===== src/rtl/alu32_pkg.sv =====
package alu32_pkg;

  typedef enum logic [3:0] {
    OPC_AND  = 4'b0000,
    OPC_OR   = 4'b0001,
    OPC_ADD  = 4'b0010,
    OPC_SUB  = 4'b0110,
    OPC_SLT  = 4'b0111,
    OPC_NOR  = 4'b1100
  } alu_opc_e;

  localparam int unsigned OPC_W = 4;

endpackage


===== src/rtl/alu32_bitwise.sv =====
module alu32_bitwise #(
  parameter int unsigned WIDTH = 32
) (
  input  logic [WIDTH-1:0] lhs,
  input  logic [WIDTH-1:0] rhs,
  output logic [WIDTH-1:0] and_w,
  output logic [WIDTH-1:0] or_w,
  output logic [WIDTH-1:0] nor_w
);
  for (genvar g = 0; g < WIDTH; g++) begin : g_bit
    assign and_w[g] = lhs[g] & rhs[g];
    assign or_w[g]  = lhs[g] | rhs[g];
    assign nor_w[g] = ~(lhs[g] | rhs[g]);
  end
endmodule


===== src/rtl/alu32_arith.sv =====
module alu32_arith #(
  parameter int unsigned WIDTH = 32
) (
  input  logic [WIDTH-1:0] lhs,
  input  logic [WIDTH-1:0] rhs,
  output logic [WIDTH-1:0] sum_w,
  output logic [WIDTH-1:0] diff_w,
  output logic             lt_signed
);
  localparam int unsigned EXT_W = WIDTH + 1;

  logic [EXT_W-1:0] lhs_ext;
  logic [EXT_W-1:0] rhs_ext;
  logic [EXT_W-1:0] diff_ext;

  // Sign-extended difference cannot overflow, so its top bit is the true sign.
  assign lhs_ext   = {lhs[WIDTH-1], lhs};
  assign rhs_ext   = {rhs[WIDTH-1], rhs};
  assign diff_ext  = lhs_ext - rhs_ext;
  assign sum_w     = lhs + rhs;
  assign diff_w    = diff_ext[WIDTH-1:0];
  assign lt_signed = diff_ext[WIDTH];
endmodule


===== src/rtl/alu32_zero_detect.sv =====
module alu32_zero_detect #(
  parameter int unsigned WIDTH = 32,
  parameter int unsigned CHUNK = 8
) (
  input  logic [WIDTH-1:0] value,
  output logic             is_zero
);
  localparam int unsigned NCHUNK = (WIDTH + CHUNK - 1) / CHUNK;
  localparam int unsigned PAD_W  = NCHUNK * CHUNK;

  logic [PAD_W-1:0]  padded;
  logic [NCHUNK-1:0] chunk_any;

  assign padded = PAD_W'(value);

  for (genvar c = 0; c < NCHUNK; c++) begin : g_chunk
    assign chunk_any[c] = |padded[c*CHUNK +: CHUNK];
  end

  assign is_zero = ~|chunk_any;
endmodule


===== src/rtl/alu32_core.sv =====
module alu32_core
  import alu32_pkg::*;
#(
  parameter int unsigned WIDTH = 32
) (
  input  logic             clk,
  input  logic             rst,
  input  logic [3:0]       op_i,
  input  logic [WIDTH-1:0] a_i,
  input  logic [WIDTH-1:0] b_i,
  output logic [WIDTH-1:0] result_o,
  output logic             zero_o
);
  logic [WIDTH-1:0] and_w, or_w, nor_w, sum_w, diff_w;
  logic             lt_w;
  logic [WIDTH-1:0] sel_w;
  logic             sel_zero;

  alu32_bitwise #(.WIDTH(WIDTH)) u_bitwise (
    .lhs(a_i), .rhs(b_i), .and_w(and_w), .or_w(or_w), .nor_w(nor_w)
  );

  alu32_arith #(.WIDTH(WIDTH)) u_arith (
    .lhs(a_i), .rhs(b_i), .sum_w(sum_w), .diff_w(diff_w), .lt_signed(lt_w)
  );

  always_comb begin
    case (op_i)
      OPC_AND: sel_w = and_w;
      OPC_OR:  sel_w = or_w;
      OPC_ADD: sel_w = sum_w;
      OPC_SUB: sel_w = diff_w;
      OPC_SLT: sel_w = WIDTH'(lt_w);
      OPC_NOR: sel_w = nor_w;
      default: sel_w = '0;
    endcase
  end

  alu32_zero_detect #(.WIDTH(WIDTH), .CHUNK(8)) u_zero (
    .value(sel_w), .is_zero(sel_zero)
  );

  always_ff @(posedge clk) begin
    if (rst) begin
      result_o <= '0;
      zero_o   <= 1'b1;
    end else begin
      result_o <= sel_w;
      zero_o   <= sel_zero;
    end
  end

  assert_and_R1: assert property (@(posedge clk) disable iff (rst)
    (op_i == OPC_AND) |=> (result_o == ($past(a_i) & $past(b_i))));

  assert_add_wrap_R3: assert property (@(posedge clk) disable iff (rst)
    (op_i == OPC_ADD) |=> (result_o == WIDTH'($past(a_i) + $past(b_i))));

  assert_sub_wrap_R4: assert property (@(posedge clk) disable iff (rst)
    (op_i == OPC_SUB) |=> (result_o == WIDTH'($past(a_i) - $past(b_i))));

  assert_slt_signed_R5: assert property (@(posedge clk) disable iff (rst)
    (op_i == OPC_SLT) |=>
      (result_o == WIDTH'($signed($past(a_i)) < $signed($past(b_i)))));

  assert_spare_code_R7: assert property (@(posedge clk) disable iff (rst)
    !(op_i inside {OPC_AND, OPC_OR, OPC_ADD, OPC_SUB, OPC_SLT, OPC_NOR})
      |=> (result_o == '0));

  assert_zero_flag_R8: assert property (@(posedge clk) disable iff (rst)
    zero_o == (result_o == '0));

  assert_reset_state_R10: assert property (@(posedge clk)
    rst |=> (result_o == '0 && zero_o));

endmodule


===== config.mk =====
export PLATFORM = sky130hd
export DESIGN_NAME = alu32_core
export DESIGN_NICKNAME = d
export VERILOG_FILES = /design/src/rtl/alu32_pkg.sv /design/src/rtl/alu32_bitwise.sv /design/src/rtl/alu32_arith.sv /design/src/rtl/alu32_zero_detect.sv /design/src/rtl/alu32_core.sv
export SDC_FILE = /design/constraint.sdc
export NUM_CORES = 1
export LEC_CHECK = 0
export BUFFER_PORTS_ARGS = -buffer_cell sky130_fd_sc_hd__buf_2
export CAP_MARGIN = 20
export CORE_MARGIN = 4
export CORE_UTILIZATION = 30
export DETAILED_ROUTE_END_ITERATION = 16
export PLACE_DENSITY_LB_ADDON = 0.15
export REMOVE_ABC_BUFFERS = 1
export SYNTH_ARGS = -nofsm -noshare
export SYNTH_HDL_FRONTEND = slang
export SYNTH_HIERARCHICAL = 1
export SYNTH_SLANG_ARGS = --single-unit

===== constraint.sdc =====
create_clock -name clk -period 5 [get_ports clk]
set_input_delay 1 -clock clk [delete_from_list [all_inputs] [get_ports clk]]
set_output_delay 1 -clock clk [all_outputs]
set_load 0.05 [all_outputs]

==> flow_summary.yaml, run 1 <==
clock_tree:
  tritoncts: "done"
  clk_pin_slew_worst_paths_ps: 50
  cts.sinks: 33
  cts_buffers: 5
  clock_path_buffers: 2
  cts_root_buf: "clkbuf_16"
  htree_levels: 2
  postCtsSetupRepairBufs: 0
global_route:
  grt_use_met3_pct: 2.49
  grt_remaining_overflow: 0
  grtUsageTotal_pct: 21.4
  grt_pass1_vias: 6931
  grt_max_degree: 32
  busiest_layer: "met2"
  use_met1_pct: 29.1
  gr-usage-met2_pct: 35.9
  grt_pass1_wl_um: 40400
  antenna_found_initial: 0
detailed_routing:
  wire_per_inst_um: 20.1
  drt_wl_total_um: 26300
  drc: 0
  dr.first_iter.drc_count: 651
  drt-pass1-iter-count: 5
  vias: 7232
  avgViaCountPerCell: 5.52
  detail-route-antenna-nets: 0
sta:
  drv_slew: 0
  worst_pin_slew_ps: 875
  rsz0062_at_grt: "false"
  max_freq_ghz: 0.207
  period_share_pct: 96.4
  slew_headroom_pct: 41.6
  tns_ps: 0
  final_hold_viol_count: 0
  setup_viol: 0
  period_needed_ps: 4820
finish:
  area_delta_synth_final_pct: 16.2
  post-route-util_pct: 35.6
  layout.nets: 1168
  drive_above_1_share_pct: 20.6
  multiInputGateArea_um2: 5320
  diodes: 0
  design_area_um2: 7510
  regArea_um2: 661
  fillers: 2370
synthesis:
  syn_inst: 942
  ys_top_cells_by_area: "ha_1 (12%), dfxtp_1 (10%), xnor2_1 (6.6%)"
  synthFlopType: "dfxtp_1"
  ys_top_cells_by_count: "nor2_1 (78), nand2_1 (77), a21oi_1 (76)"
  yosys_warnings: 6
  async_flop_share_pct: 0
  synth_seq_cells: 33
  yosys.cell_count.top_type: "nor2_1"
  ys_seq_area_share_pct: 10.2
  yosys.area.top_type: "ha_1"
  synth_top_area_share_pct: 12.2
  syn_area_um2: 6460
  synth_cell_types: 76
  synth-edff-count: 0
  syn_area_per_cell_um2: 6.86
floorplanning:
  die_w_um: 155
  die_h_um: 155
  io_pins: 103
  dieArea_um2: 24000
  coreArea_um2: 21100
  start_util_pct: 30.7
  fp-row-count: 53
worst_setup_path:
  arrival_ps: 5050
  crit_path_end_kind: "flip-flop"
  crit_top_cell: "o21ai_1"
  slowest_delay_ps: 410
  critPathKind: "in2reg"
  startpoint_type: "input port"
  critPathSlowestCell: "fa_1"
  crit_required_ps: 5230
  cp_cell_sequence: "buf_2, inv_1, ha_1, fa_1, nor2b_1, o2111a_1, o21a_1, a31o_2, o21ai_1, o21ai_1, a21o_1, a31oi_1, a22o_1, a311o_1, nor4_4, nand4_1, nor2_1, or2_2"
  cp_max_fo: 5
placement:
  placed_cell_area_um2: 7340
  portBuffers: 102
  hpwlAfterDp_um: 20700
  gp_congestion: 0.897
min_path:
  hold_class: "in2reg"
job:
  drv_cap: 0
run_status:
  status: "completed"
power:
  vdd_drop_max_v: 0.000105
  powerDensity_nw_per_um2: 196
  leakage_nw: 3.17
-- final timing paths --
check,from,end,slack (ps),cells past startpoint
max,a_i[0],zero_o,180,18
min,rst,result_o[26],1060,2
-- layer usage --
| metal | routed length [um] | vias to the layer above | part of all wire [%] |
|---|---|---|---|
| met1 | 11900 | 3407 | 45 |
| li1 | - | 3548 | - |
| met4 | 578 | 0 | 2.2 |
| met3 | 1420 | 30 | 5.4 |
| met5 | 0 | - | 0 |
| met2 | 12400 | 247 | 47 |
-- cells by family after synthesis --
group / after synthesis / share of synthesized area, %
buf+inv: 123 / 8.09
fa+ha+maj: 65 / 12.8
xor+xnor: 54 / 7.32
simple gates: 345 / 27.8
mux: 3 / 0.484
compound gates: 319 / 33.3
flops: 33 / 10.2
-- metrics by stage --
stage | setup WS (ps) | power [W] | hold WS [ps] | instances
2_1_floorplan | 837 | 0.000844 | 1070 | 886
3_3_place_gp | -420 | 0.00115 | 1370 | 1301
3_5_place_dp | -405 | 0.00114 | 1360 | 1301
4_1_cts | 133 | 0.00147 | 1050 | 1309
5_1_grt | 30.6 | 0.00157 | 1050 | 1309
6_report | 180 | 0.00147 | 1060 | 1309
-- power by group --
group          leakage, nW  total, W  switching [W]  internal, W
registers            0.269  0.000280     0.00000335     0.000276
logic                 2.83  0.000872       0.000538     0.000334
clock network       0.0706  0.000319       0.000136     0.000183
total                 3.17   0.00147       0.000677     0.000794
-- registers in the layout, summed over array words and instances, names as in the netlist --
name,cells
result_o,32
zero_o,1
-- final cells by class --
cell class | count | share of cell area [%]
multi-input combinational | 786 | 70.8
timing repair buffer | 140 | 10.6
sequential | 33 | 8.80
tap | 275 | 4.58
inverter | 67 | 3.35
clock buffer | 6 | 1.72
clock inverter | 2 | 0.133
-- cells in the final DEF (no fill, tap or decap), drive strengths merged, types with 37 or more instances in the layout --
cell,synthesis,layout
inv,66,66
o21ai,58,58
ha,63,63
or2,44,44
nor2,79,79
a21oi,76,76
xnor2,49,49
and2,37,37
a22oi,45,45
buf,37,140
nand2,77,77
-- repair_timing --
item | CTS | global route
resized for setup | 1 | 2
cloned | 0 | 0
hold buffers | 0 | 0
endpoints found under the setup margin | 1 | 1
-- critical path: cells and delay by family --
family	cells	cell delay [ps]
adders and majority gates	2	620
AOI/OAI and AO/OA	9	2080
buffers and inverters	2	170
and+or+nand+nor	5	1170
(Power assumes the default switching activity.)
==> run 2: changes to the inputs <==
Settings changed: CORE_UTILIZATION 30 to 55.
==> run 2 against run 1 <==
Net effect:
- total power shrank 2.4%
- global-route usage up 12 points
- fmax grew 5.1%
- die area down 43%
- clock power down 4%
- highest routed layer unchanged
- routed wire length fell by 13%
- largest power group unchanged
==> flow_summary.yaml, run 2 (synthesized netlist as in run 1, its figures left out) <==
run_status:
  status: "completed"
finish:
  final_common_cell: "buf_2"
  reg.largest.list: "result_o x32, zero_o x1"
  regMostFlops: "result_o"
  diodes: 0
  largest_register_ff_count: 32
  area_delta_synth_final_pct: 13.0
  design_area_um2: 7300
  drive_above_1_share_pct: 20.2
  layout_common_cells: "buf_2 (102), nand2_1 (77), nor2_1 (77)"
  layout.nets: 1165
worst_setup_path:
  cp_max_fo: 7
  critPathSlowestCell: "or4_1"
  crit_top_cell: "nand4_1"
  startpoint_type: "input port"
  crit_required_ps: 5170
  arrival_ps: 4760
  critPathKind: "in2reg"
  cp_top_family: "simple AND/OR/NAND/NOR gates"
  slowest_delay_ps: 560
  cp_cell_sequence: "buf_2, inv_1, ha_1, nand4_1, nor3_1, nand3_1, a2111oi_2, nor3_1, or4_1, nand4_1, a22oi_1, o21a_1, o21ai_0, nor4_1, nand4_1, nor2_1, or2_2"
  crit_path_end_kind: "flip-flop"
  worst-path-buf-inv: 2
floorplanning:
  start_util_pct: 56.4
  coreArea_um2: 11500
  io_pins: 103
  die_h_um: 116
  die_w_um: 116
  fp-row-count: 39
  dieArea_um2: 13600
detailed_routing:
  drt-pass1-iter-count: 7
  vias: 7403
  drt_wl_total_um: 22800
  avgViaCountPerCell: 6.31
  wire_per_inst_um: 19.4
  dr.first_iter.drc_count: 733
  drc: 0
  detail-route-antenna-nets: 0
clock_tree:
  cts_buffers: 5
  htree_levels: 2
  postCtsSetupRepairBufs: 0
  tritoncts: "done"
  cts.sinks: 33
  cts_root_buf: "clkbuf_16"
  clk_pin_slew_worst_paths_ps: 60
  clock_path_buffers: 2
  ctsResizeCount: 0
  ctsHoldBuffers: 0
sta:
  setup_viol: 0
  period_share_pct: 91.7
  rsz0062_at_grt: "false"
  drv_slew: 0
  tns_ps: 0
  period_needed_ps: 4590
  worst_pin_slew_ps: 972
  fin_ws_ps: 414
  max_freq_ghz: 0.218
  slew_headroom_pct: 35.1
  whs_ps: 1090
  final_hold_viol_count: 0
global_route:
  grtUsageTotal_pct: 33.0
  grt_pass1_wl_um: 35200
  grt_max_degree: 32
  grt_remaining_overflow: 0
  antenna_found_initial: 0
  grt_pass1_vias: 6846
min_path:
  worst_hold_path.endpoint: "result_o[29]"
  min_from: "b_i[29]"
  hold_class: "in2reg"
  holdPathStages: 4
placement:
  pre_cts_slack_ps: 220
  gp_congestion: 0.966
  placed_cell_area_um2: 7160
  portBuffers: 102
  hpwlAfterDp_um: 17600
job:
  drv_cap: 0
power:
  powerDensity_nw_per_um2: 196
  vdd_drop_max_v: 0.000196
  leakage_nw: 3.15
==> run 2: cell count changes in the layout (fill, tap and decap cells not counted), sizes merged <==
cell	change
buf	-3
clkinvlp	+1
clkbuf	-1
==> run 2: worst max-delay path by stage <==
stage / startpoint / endpoint / cells past startpoint / slack [ps]
final: b_i[16] / zero_o / 17 / 410
after global routing: b_i[16] / zero_o / 17 / 220
after CTS: b_i[16] / zero_o / 17 / 520
after detailed placement: b_i[16] / zero_o / 17 / 220
after global placement: b_i[16] / zero_o / 17 / 310
after floorplan: b_i[4] / zero_o / 17 / 840
==> run 2: area by class of cell <==
cell class                 count  area, um^2
timing repair buffer         137         773
sequential                    33         661
multi-input combinational    786        5290
fill                        1094        4170
clock buffer                   5         125
tap                          143         179
inverter                      67         251
clock inverter                 3        17.5
==> run 2: report_power, final <==
part           leakage (nW)  switching (W)  internal (W)
Sequential            0.269     0.00000357      0.000276
Clock                0.0696       0.000125      0.000183
Combinational          2.81       0.000521      0.000327
==> run 2: per-layer routing <==
layer	global-route usage [%]	vias up	part of all wire [%]
li1	-	3533	-
met1	43.4	3404	42
met2	53.7	410	45
met3	5.08	56	9.1
met4	14.0	0	3.9
met5	0	-	0
==> run 2: metrics by stage <==
stage | instances | power (W) | utilization (%)
finish | 1174 | 0.00143 | 63.7
global route | 1174 | 0.00152 | 63.7
CTS | 1174 | 0.00142 | 63.7
detailed placement | 1166 | 0.00111 | 62.4
global placement | 1166 | 0.00111 | 62.4
floorplan | 886 | 0.000844 | -
